==> src/rtl/dma_prio_arb_pkg.sv <==
// Package: shared types for the DMA priority arbiter.
// Assumes the channel count is a power of two so that ring arithmetic
// wraps naturally in a head pointer of log2(channels) bits.
package dma_prio_arb_pkg;

    // Priority discipline selected by the mode input.
    typedef enum logic {
        ORDER_FIXED  = 1'b0,
        ORDER_ROTATE = 1'b1
    } order_mode_e;

endpackage

==> src/rtl/dma_prio_qual.sv <==
// Module: dma_prio_qual
// Qualifies each channel request with that channel's enable bit.
// Assumes both vectors are sampled in the same cycle; purely combinational.
module dma_prio_qual #(
    parameter int N_CH = 4
) (
    input  logic [N_CH-1:0] req_i,
    input  logic [N_CH-1:0] en_i,
    output logic [N_CH-1:0] qual_o,
    output logic            any_o
);

    // One AND gate per channel: a disabled channel never competes.
    for (genvar g = 0; g < N_CH; g++) begin : g_qual
        assign qual_o[g] = req_i[g] & en_i[g];
    end

    // Flag that at least one channel is eligible.
    assign any_o = |qual_o;

endmodule

==> src/rtl/dma_prio_pick.sv <==
// Module: dma_prio_pick
// Walks the channel ring starting at the head pointer and returns the
// first eligible channel as a one-hot vector.
// Assumes N_CH is a power of two (index arithmetic wraps in ID_W bits).
module dma_prio_pick #(
    parameter int N_CH = 4,
    localparam int ID_W = (N_CH > 1) ? $clog2(N_CH) : 1
) (
    input  logic [N_CH-1:0] qual_i,
    input  logic [ID_W-1:0] head_i,
    output logic [N_CH-1:0] win_o
);

    logic [ID_W-1:0] idx;
    logic            found;

    // Ring search: the first qualified channel from the head upward wins.
    always_comb begin
        win_o = '0;
        found = 1'b0;
        idx   = '0;
        for (int k = 0; k < N_CH; k++) begin
            idx = head_i + ID_W'(k);
            if (!found && qual_i[idx]) begin
                win_o[idx] = 1'b1;
                found      = 1'b1;
            end
        end
    end

endmodule

==> src/rtl/dma_prio_order.sv <==
// Module: dma_prio_order
// Holds the head pointer that defines the priority ring. On a done pulse
// in rotate mode the serviced channel drops to the bottom of the ring.
// Assumes done_i is a single-cycle pulse and chan_i is valid with it.
module dma_prio_order #(
    parameter int N_CH = 4,
    localparam int ID_W = (N_CH > 1) ? $clog2(N_CH) : 1
) (
    input  logic                            clk,
    input  logic                            rst_n,
    input  dma_prio_arb_pkg::order_mode_e   mode_i,
    input  logic                            done_i,
    input  logic [ID_W-1:0]                 chan_i,
    output logic [ID_W-1:0]                 head_o
);

    logic [ID_W-1:0] head_q;

    // Head update: reset to channel 0; advance past the serviced channel only in rotate mode.
    always_ff @(posedge clk) begin
        if (!rst_n) begin
            head_q <= '0;
        end else if (done_i && (mode_i == dma_prio_arb_pkg::ORDER_ROTATE)) begin
            head_q <= chan_i + ID_W'(1);
        end
    end

    assign head_o = head_q;

endmodule

==> src/rtl/dma_prio_arb.sv <==
// Module: dma_prio_arb (top)
// Arbitrates N_CH DMA channel requests. Requests are qualified by enables,
// the winner is taken from a ring starting at a stored head pointer, and
// the one-hot grant is registered so the transfer starts the next cycle.
// Assumes a synchronous active-low reset and a power-of-two channel count.
module dma_prio_arb #(
    parameter int N_CH = 4,
    localparam int ID_W = (N_CH > 1) ? $clog2(N_CH) : 1
) (
    input  logic            clk,
    input  logic            rst_n,
    input  logic [N_CH-1:0] chan_req,
    input  logic [N_CH-1:0] chan_en,
    input  logic            rotate_en,
    input  logic            xfer_done,
    input  logic [ID_W-1:0] xfer_chan,
    output logic [N_CH-1:0] grant
);

    import dma_prio_arb_pkg::*;

    logic [N_CH-1:0] qual;
    logic            qual_any;
    logic [N_CH-1:0] win;
    logic [ID_W-1:0] head_q;
    logic [N_CH-1:0] grant_q;
    order_mode_e     mode;

    // Map the mode pin onto the package enum.
    assign mode = rotate_en ? ORDER_ROTATE : ORDER_FIXED;

    dma_prio_qual #(.N_CH(N_CH)) u_qual (
        .req_i  (chan_req),
        .en_i   (chan_en),
        .qual_o (qual),
        .any_o  (qual_any)
    );

    dma_prio_pick #(.N_CH(N_CH)) u_pick (
        .qual_i (qual),
        .head_i (head_q),
        .win_o  (win)
    );

    dma_prio_order #(.N_CH(N_CH)) u_order (
        .clk    (clk),
        .rst_n  (rst_n),
        .mode_i (mode),
        .done_i (xfer_done),
        .chan_i (xfer_chan),
        .head_o (head_q)
    );

    // Grant register: clear in reset or when idle, else capture the ring winner.
    always_ff @(posedge clk) begin
        if (!rst_n) begin
            grant_q <= '0;
        end else if (!qual_any) begin
            grant_q <= '0;
        end else begin
            grant_q <= win;
        end
    end

    assign grant = grant_q;

endmodule

==> config.mk <==
export PLATFORM = sky130hd
export DESIGN_NAME = dma_prio_arb
export DESIGN_NICKNAME = d
export VERILOG_FILES = /design/src/rtl/dma_prio_arb_pkg.sv /design/src/rtl/dma_prio_qual.sv /design/src/rtl/dma_prio_pick.sv /design/src/rtl/dma_prio_order.sv /design/src/rtl/dma_prio_arb.sv
export SDC_FILE = /design/constraint.sdc
export NUM_CORES = 1
export LEC_CHECK = 0
export BUFFER_PORTS_ARGS = -buffer_cell sky130_fd_sc_hd__buf_2
export CAP_MARGIN = 20
export CORE_UTILIZATION = 45
export DETAILED_ROUTE_END_ITERATION = 8
export PLACE_DENSITY = 0.73
export RECOVER_POWER = 50
export SYNTH_ARGS = -nofsm -noshare
export SYNTH_HDL_FRONTEND = slang
export SYNTH_SLANG_ARGS = --single-unit
export TNS_END_PERCENT = 100
==> constraint.sdc <==
create_clock -name clk -period 1.95 [get_ports clk]
set_clock_uncertainty 0.05 [all_clocks]
set_input_delay 0.4875 -clock clk [delete_from_list [all_inputs] [get_ports clk]]
set_output_delay 0.4875 -clock clk [all_outputs]
set_load 0.02 [all_outputs]
## Yosys cells after proc, flatten, opt, wreduce, memory -nomap -nowiden

Index checks and enable logic that the tools add are counted.

| storage, ports and cells | value |
|---|---|
| register bits | 6 |
| bits of input ports | 14 |
| output and inout bits | 4 |
| word-level logic and storage cells | 58 |

| cells by class | value |
|---|---|
| $add $sub $neg | 4 |
| magnitude comparators | 8 |
| multiplexer cells | 24 |
| bitwise operators | 7 |
| reductions and logical operators | 13 |

Operator list:

| cell | count |
|---|---|
| $mux W4 | 4 |
| $lt A2 B3 Y1 const B | 4 |
| $mux W1 | 12 |
| $or A4 B4 Y4 | 3 |
| $bmux W1 S2 | 4 |
| $demux W1 S2 | 4 |
| $ge A2 B1 Y1 const B | 4 |
| $logic_and A1 B1 Y1 | 8 |
| $add A2 B1 Y2 const B | 2 |
| $add A2 B2 Y2 const B | 2 |
| $and A1 B1 Y1 | 4 |
| $reduce_or A4 Y1 | 1 |
| $logic_not A1 Y1 | 3 |
| $reduce_and A2 Y1 | 1 |

## Logic depth before layout (Yosys ltp)

Gate-level depths: netlist of the first run.

| logic depth | value |
|---|---|
| depth after elaboration | 13 |
| gate-level depth with buffers | 7 |
| mapped depth without buffers | 6 |

## Modules after synthesis

From an unflattened synthesis of the first run, not the netlist that was laid out.

| unflattened totals | value |
|---|---|
| cell total of the unflattened synthesis | 57 |
| area total of the unflattened synthesis | 558.0 um^2 |

By module, submodules not included:

| module | instances | cells an instance | area each (um^2) | sequential area each (um^2) |
|---|---|---|---|---|
| dma_prio_pick | 1 | 36 | 337.8 | 0.0 |
| dma_prio_arb | 1 | 8 | 105.1 | 80.1 |
| dma_prio_order | 1 | 8 | 80.1 | 40.0 |
| dma_prio_qual | 1 | 5 | 35.0 | 0.0 |

## Worst setup path after synthesis of the first run

No wires, ideal clock.

| path | value |
|---|---|
| kind | reg-to-reg |
| start | register u_order.head_q[1], in the netlist u_order.head_o[1] |
| end | register grant_q[0], in the netlist grant[0] |
| library setup time | 0.124 ns |
| arrival | 1.800 ns |
| data required time | 1.776 ns |
| setup slack | -0.025 ns |
| stages on the path, launching flop included | 6 |
| buffers on the path | 0 |
| clock period less this slack | 1.975 ns |
| cells stage by stage | dfxtp_1 inv_1 ha_1 mux4_2 a32oi_1 o21ai_1 |

| on the way | value |
|---|---|
| longest elaborated chain between the ends | 12 |
| elaborated cells on any way between the ends | 47 |
| classes of those cells | add/sub (3); order compare (8); mux (23); bitwise (3); reduce/logical (10) |

RTL lines:

| what | RTL line | RTL |
|---|---|---|
| start, declared | dma_prio_order.sv:17 | `logic [ID_W-1:0] head_q;` |
| start signal, assigned | dma_prio_order.sv:24 | `head_q <= chan_i + ID_W'(1);` |
| branches (longest 11 deep; another with $lt A2 B3 Y1) | - |  |
| $mux W4 (*) | dma_prio_pick.sv:24 | `if (!found && qual_i[idx]) begin` |
| end signal, assigned | dma_prio_arb.sv:61 | `grant_q <= win;` |
| end, declared | dma_prio_arb.sv:26 | `logic [N_CH-1:0] grant_q;` |

Mark *: on every way between the ends. The select of a mux whose other input is x is not followed.
A chain may end at the register's enable or synchronous reset.

## Worst setup path after layout of the first run

| path | value |
|---|---|
| start | register u_order.head_q[0], in the netlist u_order.head_o[0] |
| end | register grant_q[3], in the netlist grant[3] |

The elaborated chain is that of the path after synthesis.

==> results of run 1 <==
routing by layer:
metal	track usage, %	routed length [um]	vias to the layer above	part of all wire [%]
met4	9.48	3	0	0.18
li1	-	-	345	-
met5	0	0	-	0
met1	30.8	698	323	42
met3	3.41	166	2	10
met2	38.5	799	43	48
Yosys cell counts (2+ instances only):
library cell   n  share of area (%)
dfxtp_1        6                 19
or3_1          2                1.9
a311oi_1       2                2.7
inv_1          2                1.2
mux4_2         2                7.0
nand2_1        3                1.7
a32oi_1        4                5.4
a22oi_1        2                2.3
nand4_1        6                5.8
or4_4          2                3.5
o21ai_1        4                3.1
a211oi_1       4                4.7
ha_1           7                 14
a21oi_1       10                7.8
nand3_1        6                4.7
cells in the final DEF, fill, tap and decap left out:
| cell type | netlist | final |
|---|---|---|
| buf_2 | 0 | 14 |
| a21oi_1 | 10 | 10 |
| ha_1 | 7 | 7 |
| nand4_1 | 6 | 6 |
| nand3_1 | 6 | 6 |
| dfxtp_1 | 6 | 5 |
| buf_4 | 0 | 5 |
| a32oi_1 | 4 | 4 |
| a211oi_1 | 4 | 4 |
| o21ai_1 | 4 | 4 |
| nand2_1 | 3 | 3 |
| clkbuf_4 | 0 | 3 |
| clkbuf_1 | 0 | 3 |
| inv_1 | 2 | 2 |
| a22oi_1 | 2 | 2 |
| mux4_2 | 2 | 2 |
| or4_4 | 2 | 2 |
| or3_1 | 2 | 2 |
| a311oi_1 | 2 | 2 |
| inv_4 | 1 | 1 |
| a21o_1 | 1 | 1 |
| nand2_2 | 1 | 1 |
| and2_1 | 1 | 1 |
| and2_4 | 1 | 1 |
| nand4_4 | 1 | 1 |
| nor2b_4 | 1 | 1 |
| nor2_1 | 1 | 1 |
| and2b_2 | 1 | 1 |
| xnor2_1 | 1 | 1 |
| dfxtp_2 | 0 | 1 |
worst min-delay path by stage:
stage                       from           endpoint  slack, ns  depth (start not counted)
3_3_place_gp   u_order.head_o[1]  u_order.head_o[1]       0.63                          3
4_1_cts                rotate_en  u_order.head_o[1]       0.43                          2
3_5_place_dp   u_order.head_o[1]  u_order.head_o[1]       0.65                          3
6_report            xfer_chan[0]  u_order.head_o[0]       0.43                          2
2_1_floorplan  u_order.head_o[1]  u_order.head_o[1]       0.50                          2
5_1_grt             xfer_chan[0]  u_order.head_o[0]       0.44                          2
where the power goes:
part / switching (mW) / total [mW] / internal, mW
sequential: 0.00318 / 0.134 / 0.131
combinational: 0.0877 / 0.153 / 0.0649
clock: 0.0496 / 0.120 / 0.0700
total: 0.140 / 0.407 / 0.266
cell type report:
cell class	instances	share of cell area [%]
well taps	15	2.36
flip-flops and latches	6	15.3
multi-input cells	63	62.8
clock buffers	3	2.83
inverters	3	1.73
repair buffers	22	15.0
logic make-up after synthesis:
logic type	count (synthesis)	share of synthesized area, %
muxes	2	6.99
xor gates and xnor gates	1	1.36
and+or+nand+nor	26	28.4
DFF	6	18.6
adders and majority gates	7	13.6
AOI/OAI and AO/OA	27	27.2
buffers and inverters	4	3.88
worst max-delay path, stage by stage, from the launching register on:
cell     delay, ns
dfxtp_1       0.38
inv_4         0.04
ha_1          0.36
mux4_2        0.60
a32oi_1       0.22
o21ai_1       0.07
per-stage QoR:
step | setup WS (ns) | std cells
after floorplan | 0.00398 | 73
final | 0.0908 | 112
after detailed placement | 0.0963 | 109
after CTS | 0.0913 | 112
after global routing | 0.0156 | 112
after global placement | 0.0792 | 109
flip-flops by register name (all words and copies together), names as in the netlist:
register	flops
u_order.head_o	2
grant	4
==> flow_summary.json, run 1 <==
{
  "drc": 0,
  "wirelength_mm": 1.67,
  "avgSynthCellArea_um2": 8.83,
  "die_w_um": 39.8,
  "initial_core_util_pct": 48.9,
  "area.growth.synth_to_final_pct": 23.3,
  "outcome": "completed",
  "yosys_warnings": 0,
  "die_h_um": 39.8,
  "hold_viol": 0,
  "fin_area_um2": 795,
  "synth-edff-count": 0,
  "power_density_nw_per_um2": 512,
  "synth_seq_cells": 6,
  "relSlewSlack_pct": 71.8,
  "grt_first_pass_wirelength_mm": 2.45,
  "post_cts_buffers": 0,
  "worstMarginPinSlew_ns": 0.423,
  "wire_per_inst_um": 14.9,
  "fin_crit_sh_pct": 95.3,
  "r2r-end": "grant[3]",
  "critPathKind": "reg2reg",
  "vdd_drop_max_mv": 0.183,
  "cp-start-kind": "flop",
  "r2r-start": "u_order.head_o[0]",
  "post-route-util_pct": 60.3,
  "rsz0062_at_grt": "false",
  "htreeDepth": 1,
  "cap_viol_max_count": 0,
  "ctsHoldBuffers": 0,
  "core_um2": 1320,
  "layout-drive-gt1-share_pct": 34.0,
  "synthCells": 73,
  "grt_pass1_vias": 607,
  "postPlaceCellArea_um2": 776,
  "antenna_cells": 0,
  "seq_area_frac_synth_pct": 18.6,
  "critPathArrivalTime_ns": 1.93,
  "r2r_slack_ns": 0.09,
  "grt_overflow": 0,
  "setup_viol": 0,
  "viasPerCell": 6.37,
  "io_buffers": 17,
  "num_rows": 13,
  "drv_slew": 0,
  "path_clk_slew_ns": 0.05,
  "firstDrtPassIters": 4,
  "holdCritPathClass": "in2reg",
  "worstSkewPairLatency_ns": 0.25,
  "ant_nets": 0,
  "ys_types": 26,
  "cts-root-buf": "clkbuf_4",
  "antenna_found_initial": 0,
  "cts_tree": "built",
  "vias": 713,
  "r2r_cells": 5,
  "hold_slack_ns": 0.429,
  "crit_path_end": "grant[3]",
  "n_fill_cell": 119,
  "required_ns": 2.02,
  "critPathLaunch": "u_order.head_o[0]",
  "multi_input_area_um2": 499,
  "ctsLongestPathBuffers": 2,
  "ios": 18,
  "syn_nets": 94,
  "nets": 120,
  "grt_max_degree": 14,
  "synthFlopType": "dfxtp_1",
  "grt_usage_pct": 23.7,
  "fmaxAchievable_mhz": 538,
  "leakagePower_nw": 0.311,
  "fin_setup_tns_ns": 0,
  "min_period_ns": 1.86,
  "p_total_uw": 407,
  "regArea_um2": 121,
  "end_kind": "flop",
  "crit_path_max_fanout": 5,
  "drt_iter0_drc": 44,
  "cts-buffers-inserted": 3,
  "gp_congestion": 0.932,
  "clkSinkCount": 6,
  "die_area_um2": 1590,
  "hpwlAfterDp_mm": 1.32,
  "async_reset_ff_share_pct": 0,
  "cts_resized": 0,
  "synth_area_um2": 644
}
Note: power is estimated with default switching activity, not from simulation.
==> inputs of run 2 (changes only) <==
--- a/config.mk
+++ b/config.mk
@@ -9,4 +9,5 @@
 export CAP_MARGIN = 20
 export CORE_UTILIZATION = 45
+export CTS_CLUSTER_SIZE = 40
 export DETAILED_ROUTE_END_ITERATION = 8
 export PLACE_DENSITY = 0.73
--- a/constraint.sdc
+++ b/constraint.sdc
@@ -3,3 +3,3 @@
 set_input_delay 0.4875 -clock clk [delete_from_list [all_inputs] [get_ports clk]]
 set_output_delay 0.4875 -clock clk [all_outputs]
-set_load 0.02 [all_outputs]
+set_load 0.1 [all_outputs]
==> run 2 against run 1 <==
Global-route usage stayed put. First-iteration DRC count stayed put. Clock-buffer cell count unchanged. Utilization increased by 0.28 points. Largest cell class unchanged.
==> flow_summary.json, run 2 (same netlist as run 1, synthesis figures left out) <==
{
  "path_clk_slew_ns": 0.05,
  "relSlewSlack_pct": 64.4,
  "n_fill_cell": 118,
  "die_h_um": 39.8,
  "p_sw_uw": 173,
  "gp_congestion": 0.932,
  "antenna_found_initial": 0,
  "hold_start": "xfer_chan[0]",
  "r2r-start": "u_order.head_o[0]",
  "power_density_nw_per_um2": 551,
  "post-route-util_pct": 60.6,
  "min_delay_worst_endpoint": "u_order.head_o[0]",
  "drt_iter0_drc": 44,
  "firstDrtPassIters": 4,
  "antenna_cells": 0,
  "nets": 120,
  "worstSkewPairLatency_ns": 0.25,
  "final_cell_mix": "14 x buf_2, 10 x a21oi_1, 7 x ha_1, 6 x nand4_1, 6 x nand3_1",
  "cts_tree": "built",
  "r2r_slack_ns": 0.08,
  "ctsLongestPathBuffers": 2,
  "hold_viol": 0,
  "cp-start-kind": "flop",
  "initial_core_util_pct": 48.9,
  "num_rows": 13,
  "ant_nets": 0,
  "clkSinkCount": 6,
  "core_um2": 1320,
  "vias": 710,
  "end_kind": "flop",
  "area.growth.synth_to_final_pct": 23.9,
  "max_stage_delay_ns": 0.60,
  "hold_depth": 2,
  "crit_slowest_cell": "mux4_2",
  "hpwlAfterDp_mm": 1.32,
  "crit_path_max_fanout": 5,
  "outcome": "completed",
  "critPathArrivalTime_ns": 1.94,
  "wire_per_inst_um": 14.9,
  "grt_max_degree": 14,
  "fin_setup_tns_ns": 0,
  "vdd_drop_max_mv": 0.205,
  "rsz0062_at_grt": "false",
  "cts-buffers-inserted": 3,
  "required_ns": 2.02,
  "combPwrFrac_pct": 42.2,
  "drc": 0,
  "r2r-end": "grant[3]",
  "pwr-share-seq_pct": 30.6,
  "grt_pass1_vias": 607,
  "ctsHoldBuffers": 0,
  "grt_usage_pct": 23.7,
  "wirelength_mm": 1.67,
  "die_area_um2": 1590,
  "largest_reg_flops": 4,
  "cts_resized": 0,
  "worstMarginPinSlew_ns": 0.536,
  "die_w_um": 39.8,
  "setup_viol": 0,
  "grt_first_pass_wirelength_mm": 2.45,
  "htreeDepth": 1,
  "io_buffers": 17,
  "fmaxAchievable_mhz": 536,
  "layout-drive-gt1-share_pct": 37.1,
  "critPathKind": "reg2reg",
  "r2r_cells": 5,
  "post_cts_buffers": 0,
  "cts-root-buf": "clkbuf_4",
  "pwr-share-clk_pct": 27.2,
  "path_cells": "inv_4 > ha_1 > mux4_2 > a32oi_1 > o21ai_1",
  "fin_crit_sh_pct": 95.7,
  "cap_viol_max_count": 0,
  "holdCritPathClass": "in2reg",
  "leakagePower_nw": 0.321,
  "grt_overflow": 0,
  "internal_power_uw": 267,
  "switching_share_pct": 39.3,
  "drv_slew": 0,
  "viasPerCell": 6.34,
  "layout_commonest_cell": "buf_2",
  "ios": 18,
  "min_period_ns": 1.87
}
## run 2: cell types whose count changed in the layout (fill, tap and decap cells not counted)
cell and change:
clkbuf_1 -3, clkbuf_2 +3
## run 2: per-layer routing
metal  routed length, um  vias up  track usage (%)
met5                   0        -                0
met4                   0        0             9.48
met3                 155        0             3.41
met2                 803       41             38.5
met1                 712      324             30.8
li1                    -      345                -
## run 2: critical path: cells and delay by family (launching register included)
kind / cells / cell delay [ns]
AOI/OAI and AO/OA: 2 / 0.29
adders and majority gates: 1 / 0.36
buffers and inverters: 1 / 0.04
DFF: 1 / 0.38
muxes: 1 / 0.60
## run 2: power groups by stage
| stage | registers, mW | logic (mW) | clock network (mW) |
|---|---|---|---|
| 2_1_floorplan | 0.178 | 0.0882 | 0 |
| 3_3_place_gp | 0.137 | 0.180 | 0 |
| 3_5_place_dp | 0.137 | 0.183 | 0 |
| 4_1_cts | 0.134 | 0.183 | 0.119 |
| 5_1_grt | 0.135 | 0.197 | 0.125 |
| 6_report | 0.134 | 0.186 | 0.120 |
## run 2: worst max path at each step
stage	end	cells after the start	from	slack, ns
2_1_floorplan	grant[0]	6	u_order.head_o[0]	0.004
3_3_place_gp	grant[2]	6	chan_req[1]	0.08
3_5_place_dp	grant[3]	5	u_order.head_o[0]	0.1
4_1_cts	grant[3]	6	u_order.head_o[0]	0.09
5_1_grt	grant[3]	5	u_order.head_o[1]	0.02
6_report	grant[3]	5	u_order.head_o[0]	0.08
## run 2: through the flow
stage                     hold slack (ns)  total power [mW]  worst slack (ns)  instances  instance area, um^2
after CTS                           0.429             0.436            0.0913        112                  798
after global placement              0.634             0.317            0.0792        109                  776
final                               0.431             0.440            0.0836        112                  798
after detailed placement            0.654             0.320            0.0963        109                  776
after global routing                0.441             0.458            0.0156        112                  798
after floorplan                     0.504             0.267           0.00398         73                  646
## run 2: final cells by class
| type | count | area (um^2) | share of cell area [%] |
|---|---|---|---|
| tap | 15 | 18.8 | 2.35 |
| clock buffer | 3 | 22.5 | 2.82 |
| timing repair buffer | 22 | 123 | 15.4 |
| inverter | 3 | 13.8 | 1.72 |
| multi-input combinational | 63 | 499 | 62.5 |
| sequential | 6 | 121 | 15.2 |
==> inputs of run 3 (changes only) <==
ABC_AREA = 1   (was not set)
==> run 3 against run 2 <==
Worst hold slack worse by 0.048 ns. Worst setup slack improved by 0.22 ns. Register-to-register slack improved by 0.22 ns. Cell area shrank 1.3%. Critical path type unchanged. Critical endpoint is now grant[2].
==> flow_summary.json, run 3 <==
{
  "outcome": "completed",
  "layout-drive-gt1-share_pct": 31.4,
  "antenna_cells": 0,
  "ys_types": 17,
  "postPlaceCellArea_um2": 769,
  "gp_congestion": 0.792,
  "routed.top_layer": "met4",
  "multi_input_area_um2": 474,
  "required_ns": 2.10,
  "min_period_ns": 1.64,
  "cts-buffers-inserted": 3,
  "htreeDepth": 1,
  "vias": 696,
  "cts_tree": "built",
  "grt_overflow": 0,
  "synth_area_um2": 662,
  "area.growth.synth_to_final_pct": 19.1,
  "worstMarginPinSlew_ns": 0.538,
  "firstDrtPassIters": 4,
  "post_cts_buffers": 0,
  "wirelength_mm": 1.38,
  "viasPerCell": 5.23,
  "synth.most_common_cell": "nand3_1",
  "nets": 141,
  "max_stage_delay_ns": 0.43,
  "synth_seq_cells": 6,
  "vdd_drop_max_mv": 0.367,
  "initial_core_util_pct": 49.6,
  "cts-root-buf": "clkbuf_4",
  "async_reset_ff_share_pct": 0,
  "cp-start-kind": "flop",
  "fin_setup_tns_ns": 0,
  "power_density_nw_per_um2": 595,
  "critPathKind": "reg2reg",
  "crit_slowest_cell": "dfxtp_1",
  "fin_area_um2": 788,
  "final_cell_mix": "28 x nand3_1, 22 x nand2_1, 14 x buf_2, 11 x inv_1, 7 x ha_1",
  "ios": 18,
  "cts_resized": 0,
  "synth_top_area_share_pct": 21.2,
  "hold_viol": 0,
  "post-route-util_pct": 59.1,
  "yosys_warnings": 0,
  "antenna_found_initial": 0,
  "io_buffers": 17,
  "fin_crit_sh_pct": 84.3,
  "rsz0062_at_grt": "false",
  "drt_iter0_drc": 18,
  "synth-edff-count": 0,
  "path_cells": "inv_8 > ha_1 > inv_1 > nand3_1 > nand2_1 > nor2_2 > nand3_1 > nand3_1 > nand2_1 > inv_1",
  "syn_nets": 118,
  "regArea_um2": 120,
  "m1WireLength_um": 619,
  "largest_reg_flops": 4,
  "seq_area_frac_synth_pct": 18.1,
  "hpwlAfterDp_mm": 1.11,
  "synthCells": 97,
  "hold_slack_ns": 0.383,
  "cp_common_cell": "nand3_1",
  "die_area_um2": 1630,
  "ys_top_cells_by_count": "28 x nand3_1, 22 x nand2_1, 11 x inv_1",
  "clkSinkCount": 6,
  "fmaxAchievable_mhz": 608,
  "cap_viol_max_count": 0,
  "synth_area_leaders": "nand3_1 21%, dfxtp_1 18%, ha_1 13%",
  "die_w_um": 40.4,
  "met2_length_um": 669,
  "layout_commonest_cell": "nand3_1",
  "path_clk_slew_ns": 0.05,
  "synthFlopType": "dfxtp_1",
  "hold_depth": 2,
  "yosysTopAreaCell": "nand3_1",
  "ctsHoldBuffers": 0,
  "n_fill_cell": 144,
  "crit_path_max_fanout": 9,
  "ctsLongestPathBuffers": 2,
  "relSlewSlack_pct": 64.3,
  "worstSkewPairLatency_ns": 0.25,
  "grt_pass1_vias": 547,
  "die_h_um": 40.4,
  "setup_viol": 0,
  "num_rows": 13,
  "wire_per_inst_um": 10.4,
  "holdCritPathClass": "in2reg",
  "critPathArrivalTime_ns": 1.79,
  "ant_nets": 0,
  "drv_slew": 0,
  "wl_met3_um": 60,
  "grt_first_pass_wirelength_mm": 2.22,
  "avgSynthCellArea_um2": 6.82,
  "grt_max_degree": 12,
  "leakagePower_nw": 0.437,
  "drc": 0,
  "end_kind": "flop",
  "core_um2": 1330,
  "r2r_slack_ns": 0.31,
  "grt_usage_pct": 21.4,
  "r2r_cells": 10
}
run 3: cell types whose count changed in the layout (fill, tap and decap cells not counted), sizes merged, moves of 7 or more:
cell	change
nand4	-7
nand3	+26
nand2	+26
a21oi	-8
inv	+10
run 3: stage by stage:
| stage | worst slack (ns) | power (mW) | std cells |
|---|---|---|---|
| floorplan | 0.358 | 0.304 | 97 |
| global placement | 0.389 | 0.347 | 130 |
| detailed placement | 0.317 | 0.351 | 130 |
| CTS | 0.304 | 0.474 | 133 |
| global route | 0.134 | 0.504 | 133 |
| finish | 0.306 | 0.469 | 133 |
run 3: per-layer routing:
metal | vias to the layer above | GRT usage, %
met4 | 0 | 10.0
met1 | 304 | 23.2
met3 | 7 | 8.33
met5 | - | 0
met2 | 21 | 36.1
li1 | 364 | -
run 3: path summary, 6_finish.rpt:
path                                   startpoint                end
worst max register to register  u_order.head_o[0]           grant[2]
worst min-delay path                 xfer_chan[0]  u_order.head_o[0]
worst min register to register  u_order.head_o[1]  u_order.head_o[1]
worst max-delay path            u_order.head_o[0]           grant[2]
run 3: cells by family (layout without fill, tap and decap cells):
group                      after synthesis  in the layout  synth area share, %
AOI/OAI and AO/OA                        5              5                 4.35
xor gates and xnor gates                 1              1                 1.32
adders and majority gates                7              7                 13.2
buffers and inverters                   14             35                 10.2
DFF                                      6              6                 18.1
and+or+nand+nor                         64             64                 52.7
run 3: final cells by class:
type	count	share of cell area (%)
Multi-Input combinational cell	77	60.2
Sequential cell	6	15.2
Timing Repair Buffer	19	12.2
Inverter	13	7.14
Clock buffer	3	2.86
Tap cell	15	2.38
run 3: power by group:
part / internal (mW) / leakage (nW) / switching [mW] / total, mW
logic: 0.0650 / 0.374 / 0.147 / 0.212
clock network: 0.0701 / 0.0138 / 0.0516 / 0.122
registers: 0.132 / 0.0491 / 0.00449 / 0.136
total: 0.267 / 0.437 / 0.203 / 0.469
run 3: critical path: cells and delay by family, from the launching register on:
family / cells / cell delay [ns]
fa+ha+maj: 1 / 0.33
buf+inv: 3 / 0.21
flops: 1 / 0.43
simple gates: 6 / 0.55
